[src/rtl/acc_cpu.sv]
module acc_cpu #(
  parameter int AW  = 6,
  parameter int OPW = 2
) (
  input  logic                clk,
  input  logic                rst,
  output logic [AW-1:0]       mem_addr,
  output logic                mem_rd,
  input  logic [AW+OPW-1:0]   mem_rdata,
  output logic [AW+OPW-1:0]   acc,
  output logic [AW-1:0]       pc,
  output logic                fetch_start
);
  localparam int DW = AW + OPW;
  localparam int SW = OPW + 2;
  localparam int NS = 1 << SW;

  localparam logic [SW-1:0] ST_F1   = SW'(0);
  localparam logic [SW-1:0] ST_F2   = SW'(1);
  localparam logic [SW-1:0] ST_F3   = SW'(2);
  localparam logic [SW-1:0] ST_ADD1 = SW'(8);
  localparam logic [SW-1:0] ST_ADD2 = SW'(9);
  localparam logic [SW-1:0] ST_AND1 = SW'(10);
  localparam logic [SW-1:0] ST_AND2 = SW'(11);
  localparam logic [SW-1:0] ST_JMP1 = SW'(12);
  localparam logic [SW-1:0] ST_INC1 = SW'(14);

  logic [SW-1:0]  st;
  logic [NS-1:0]  dec;
  logic [DW-1:0]  dr;
  logic [AW-1:0]  ar;
  logic [OPW-1:0] ir;
  logic [DW-1:0]  bus;
  logic [DW-1:0]  alu;

  assign dec = NS'(1) << st;

  wire s_f1   = dec[ST_F1];
  wire s_f2   = dec[ST_F2];
  wire s_f3   = dec[ST_F3];
  wire s_add1 = dec[ST_ADD1];
  wire s_add2 = dec[ST_ADD2];
  wire s_and1 = dec[ST_AND1];
  wire s_and2 = dec[ST_AND2];
  wire s_jmp1 = dec[ST_JMP1];
  wire s_inc1 = dec[ST_INC1];

  wire ctr_load = s_f3;
  wire ctr_clr  = s_add2 | s_and2 | s_jmp1 | s_inc1;

  wire pc_drv = s_f1;
  wire dr_drv = s_f3 | s_jmp1;

  wire ar_ld  = s_f1 | s_f3;
  wire ir_ld  = s_f3;
  wire pc_ld  = s_jmp1;
  wire pc_inc = s_f2;
  wire dr_ld  = s_f2 | s_add1 | s_and1;
  wire ac_ld  = s_add2 | s_and2;
  wire ac_inc = s_inc1;
  wire alu_and = s_and2;

  assign bus = pc_drv ? DW'(pc) : (dr_drv ? dr : '0);

  wire [DW-1:0] sum  = acc + dr;
  wire [DW-1:0] conj = acc & dr;
  assign alu = alu_and ? conj : sum;

  always_ff @(posedge clk) begin
    if (rst)           st <= ST_F1;
    else if (ctr_clr)  st <= ST_F1;
    else if (ctr_load) st <= {1'b1, bus[DW-1:AW], 1'b0};
    else               st <= st + 1'b1;
  end

  always_ff @(posedge clk) begin
    if (rst) begin
      pc  <= '0;
      acc <= '0;
      dr  <= '0;
      ar  <= '0;
      ir  <= '0;
    end else begin
      if (ar_ld)       ar <= bus[AW-1:0];
      if (ir_ld)       ir <= bus[DW-1:AW];
      if (dr_ld)       dr <= mem_rdata;
      if (pc_ld)       pc <= bus[AW-1:0];
      else if (pc_inc) pc <= pc + 1'b1;
      if (ac_ld)       acc <= alu;
      else if (ac_inc) acc <= acc + 1'b1;
    end
  end

  assign mem_addr    = ar;
  assign mem_rd      = dr_ld;
  assign fetch_start = s_f1;

  AST_FETCH_STEP: assert property (@(posedge clk) disable iff (rst) s_f1 |=> s_f2);
  AST_PC_ADVANCE: assert property (@(posedge clk) disable iff (rst) s_f2 |=> (s_f3 && pc == AW'($past(pc) + 1'b1)));
  AST_EXEC_RETURN: assert property (@(posedge clk) disable iff (rst) ctr_clr |=> s_f1);
  AST_ACC_HOLD: assert property (@(posedge clk) disable iff (rst) (s_f1 || s_f2 || s_f3 || s_jmp1) |=> $stable(acc));
  AST_JMP_TARGET: assert property (@(posedge clk) disable iff (rst) s_jmp1 |=> pc == $past(dr[AW-1:0]));
  AST_BUS_OWNER: assert property (@(posedge clk) disable iff (rst) $countones({pc_drv, dr_drv}) <= 1);
endmodule

[config.mk]
export PLATFORM = sky130hd
export DESIGN_NAME = acc_cpu
export DESIGN_NICKNAME = d
export VERILOG_FILES = /design/src/rtl/acc_cpu.sv
export SDC_FILE = /design/constraint.sdc
export NUM_CORES = 1
export LEC_CHECK = 0
export BUFFER_PORTS_ARGS = -buffer_cell sky130_fd_sc_hd__buf_2
export CAP_MARGIN = 20
export CORE_MARGIN = 4
export CORE_UTILIZATION = 30
export DETAILED_ROUTE_END_ITERATION = 10
export MAX_ROUTING_LAYER = met4
export PLACE_DENSITY = 0.49
export SKIP_CTS_REPAIR_TIMING = 1
export SYNTH_ARGS = -nofsm -noshare
export SYNTH_HDL_FRONTEND = slang
export SYNTH_SLANG_ARGS = --single-unit
[constraint.sdc]
create_clock -name clk -period 3.2 [get_ports clk]
set_clock_uncertainty 0.05 [all_clocks]
set_input_delay 0.48 -clock clk [delete_from_list [all_inputs] [get_ports clk]]
set_output_delay 0.48 -clock clk [all_outputs]
set_load 0.005 [all_outputs]
# Word level (Yosys, flattened, before mapping)
# Index checks and enable logic that the tools add are counted.
[word_totals]
ff_bits = 32
output_inout_bits = 22
word_cells = 31
[classes]
n_addsub = 4
n_shift = 1
mux = 8
bitwise = 8
n_reduce_logical = 4
[op_table]
columns = ["cell", "n"]
rows = [
  ["2-to-1 mux 8 bit", 5],
  ["<< shifter 1 x 4 -> 15 bit, first input constant", 1],
  ["2-to-1 mux 6 bit", 2],
  ["adder 8 x 1 -> 8 bit, second input constant", 1],
  ["adder 8 bit", 1],
  ["AND 8 bit", 1],
  ["bitwise OR 1 bit", 7],
  ["adder 6 x 1 -> 6 bit, second input constant", 1],
  ["adder 4 x 1 -> 4 bit, second input constant", 1],
  ["2-to-1 mux 4 bit", 1],
  ["nonzero test 2 bit", 2],
  ["OR reduction 3 bit", 1],
  ["OR reduction 2 bit", 1],
]

# Logic depth before layout (Yosys ltp)
[depth]
word_depth = 5
depth_mapped = 9
depth_no_buf = 8

# Least setup slack after synthesis
# Ideal clock, no wire load.
[synth_path]
path_type = "flip-flop to flip-flop"
start = "register acc[0]"
end = "register acc[6]"
setup_time_ns = 0.119
arrival_ns = 1.793
required_ns = 3.031
path_slack_ns = 1.238
stages_incl_launch_ff = 9
path_buffers = 0
synth_period_minus_slack_ns = 1.962
cell_sequence = "dfxtp_1 -> ha_1 -> inv_1 -> fa_1 -> nor2b_4 -> o31a_1 -> or3_1 -> a41oi_2 -> o21ai_1"
[synth_via]
elab_chain_len = 3
elab_cells_between_ends = 5
[synth_lines]
columns = ["item", "line_no", "source"]
rows = [
  ["start, declared", "10", "output logic [AW+OPW-1:0] acc,"],
  ["start signal, assigned", "89", "if (ac_ld) acc <= alu;"],
  ["start signal, assigned", "90", "else if (ac_inc) acc <= acc + 1'b1;"],
  ["adder 8 x 1 -> 8 bit / adder 8 bit (equally long branches)", "90, 65", ""],
  ["2-to-1 mux 8 bit, on equally long branches", "90, 67", ""],
  ["2-to-1 mux 8 bit *", "89", ""],
]
# Mark *: on every way between the ends. The rest lies on a longest branch, timed or not. The select of a mux whose other input is x is not followed.
# A chain may end at the register's enable or synchronous reset.

# Final worst setup path
[layout_path]
start = "register st[0]"
end = "output port fetch_start"
[layout_via]
elab_chain_len = 1
[layout_lines]
columns = ["item", "line_no", "source"]
rows = [
  ["start, declared", "28", "logic [SW-1:0] st;"],
  ["start signal, assigned", "72", "else if (ctr_load) st <= {1'b1, bus[DW-1:AW], 1'b0};"],
  ["start signal, assigned", "73", "else st <= st + 1'b1;"],
  ["<< shifter 1 x 4 -> 15 bit", "36", "assign dec = NS'(1) << st;"],
  ["end, declared", "12", "output logic fetch_start"],
]
# No other way between the ends.

==> flow_summary.toml <==
[setup_path]
cp_cell_sequence = "inv_1, ha_1, nand2_1, nor2_2, buf_2"
rr_startpoint = "acc[0]"
crit_end = "fetch_start"
path_class = "reg -> out"
critPathMaxFanout = 11
critPathLaunch = "st[0]"
critPathMaxStageDelay_ns = 0.41
r2r_end = "acc[6]"
end_kind = "output pin"
worstPathRequired_ns = 2.67
rr_worst_depth = 8
crit_path_start_kind = "flip-flop"
crit_slowest_cell = "ha_1"
rrSetupSlack_ns = 1.08
cp.arrival_ns = 1.79

[sta]
relSlewSlack = 0.4184
rsz0062_at_grt = "false"
min_period_over_period = 0.7238
tns_ns = 0
timing.final.crit_period_ns = 2.316
finalMaxSlewViolations = 0
setup_viol = 0
worst_slack_ns = 0.8839
hold_ws_ns = 0.3813
finalHoldViolCount = 0
fmaxAchievable_mhz = 431.8
worstMarginPinSlew_ns = 0.8712

[power_and_ir_drop]
intPower_mw = 0.9832
p_seq_frac = 0.349
combPwrFrac = 0.464
p_sw_frac = 0.4394
clock_power_share = 0.187
ir_drop_mv = 0.1624
cellPowerDensity_nw_per_um2 = 728.9
p_leak_nw = 0.9744
p_switching_mw = 0.7706

[clock_tree]
cts.sinks = 32
clk_latency_ns = 0.29
cts_root_buf = "clkbuf_8"
cts_tree = "done"
clk_pin_slew_worst_paths_ns = 0.07
htree_levels = 2
cts_buffers = 5
cts_buffer_depth = 2

[grt]
grt_pass1_wl_mm = 9.749
grt_max_degree = 31
antenna_found_initial = 0
track_usage = 0.1506
grt_pass1_vias = 1844
overflow = 0

[finish]
syn2layout_area_growth_pct = 15.15
layout_common_cells = "nor2_1 (32), dfxtp_1 (32), buf_2 (31)"
final_cells = 372
nFillCells = 736
drive_above_1_share = 0.1957
fin_area_um2 = 2406
antennaDiodeCount = 0
finalNetCount = 301

[placed_design]
place_ws_ns = 1.087
placed_area_um2 = 2313
dp_hpwl_mm = 4.360
port_buffers = 31
gp_congestion = 0.8644
dp_cells = 364

[synthesis]
yosysWarnings = 0
ys.flop_type = "dfxtp_1"
ys_types = 46
synth_edf_count = 0
ys_seq_area_frac = 0.3066
async_flop_share = 0
synth_seq_cells = 32
synth.avg_cell_area_um2 = 8.494
syn-cell-area_um2 = 2090
synth_nets = 272
syn_inst = 246

[routing]
firstDrtPassIters = 4
drc = 0
via_count = 1933
drtIter0Drc = 113
antenna_left = 0
vias_per_cell = 5.196
avgRoutedWirePerCell_um = 15.84
routed_wl_mm = 5.891

[status]
status = "completed"

[floorplanning]
fp-row-count = 30
coreArea_um2 = 6794
initial_utilization = 0.3076
ios = 32
die_h_um = 91.46
die_w_um = 91.46
die_area_um2 = 8364

[worst_hold_path]
hold_path.class = "in -> reg"

[flow_run]
cap_violations = 0
[power groups by stage]
stage	registers, mW	logic [mW]	clock network (mW)
floorplan	0.559	0.664	0
global placement	0.618	0.823	0
detailed placement	0.622	0.816	0
CTS	0.613	0.820	0.339
global route	0.632	0.912	0.359
finish	0.612	0.814	0.328
[stage by stage]
stage / utilization / total power [mW]
floorplan: - / 1.224
global placement: 0.3405 / 1.441
detailed placement: 0.3405 / 1.438
CTS: 0.3541 / 1.773
global route: 0.3541 / 1.902
finish: 0.3541 / 1.754
[registers in the layout, summed over array words and instances (netlist names)]
| register | flops |
|---|---|
| mem_addr | 6 |
| pc | 6 |
| dr | 8 |
| acc | 8 |
| st | 4 |
[worst min-delay path by stage]
stage,slack (ns),end,from,cells after the start
detailed placement,0.43,st[0],st[0],1
global placement,0.43,st[0],st[0],1
global route,0.38,dr[2],mem_rdata[2],3
floorplan,0.41,st[0],st[0],1
finish,0.38,dr[2],mem_rdata[2],3
CTS,0.38,dr[2],mem_rdata[2],3
[synthesized netlist by cell type (all sizes together) (8+ instances only)]
| master | count | area share |
|---|---|---|
| dfxtp | 32 | 0.31 |
| ha | 15 | 0.090 |
| nand4 | 10 | 0.030 |
| buf | 9 | 0.032 |
| nand2 | 15 | 0.027 |
| a31oi | 8 | 0.024 |
| mux2i | 10 | 0.048 |
| nor2 | 33 | 0.060 |
| nand3 | 8 | 0.019 |
| a21oi | 13 | 0.031 |
| a211oi | 16 | 0.060 |
| inv | 8 | 0.014 |
| o21ai | 11 | 0.030 |
[cell families (layout without fill, tap and decap cells)]
| kind of cell | count (synthesis) | after routing | synth area share |
|---|---|---|---|
| buffers and inverters | 20 | 50 | 0.05209 |
| AOI/OAI and AO/OA | 70 | 70 | 0.2401 |
| muxes | 11 | 11 | 0.05329 |
| xor gates and xnor gates | 7 | 7 | 0.02934 |
| and+or+nand+nor | 90 | 90 | 0.2192 |
| DFF | 32 | 32 | 0.3066 |
| adders and majority gates | 16 | 16 | 0.09940 |
[critical path: cells and delay by family (launching register included)]
family / cells / cell delay, ns
flip-flops: 1 / 0.34
buffers and inverters: 2 / 0.28
AND/OR/NAND/NOR: 2 / 0.48
adder cells (fa/ha/maj): 1 / 0.41
[final cells by class]
class	count	area, µm²	area share
multi-input combinational	194	1345	0.5590
sequential	32	640.6	0.2663
timing repair buffer	34	177.7	0.07384
tap	96	120.1	0.04992
clock buffer	6	82.58	0.03432
inverter	8	30.03	0.01248
clock inverter	2	10.01	0.004160
[metal layers]
layer | vias to the layer above | part of all wire | GRT usage
met4 | 0 | 0.023 | 0.05905
li1 | 970 | - | -
met5 | - | 0 | -
met1 | 901 | 0.48 | 0.2030
met2 | 49 | 0.45 | 0.2203
met3 | 13 | 0.042 | 0.02983
(Power assumes the default switching activity.)
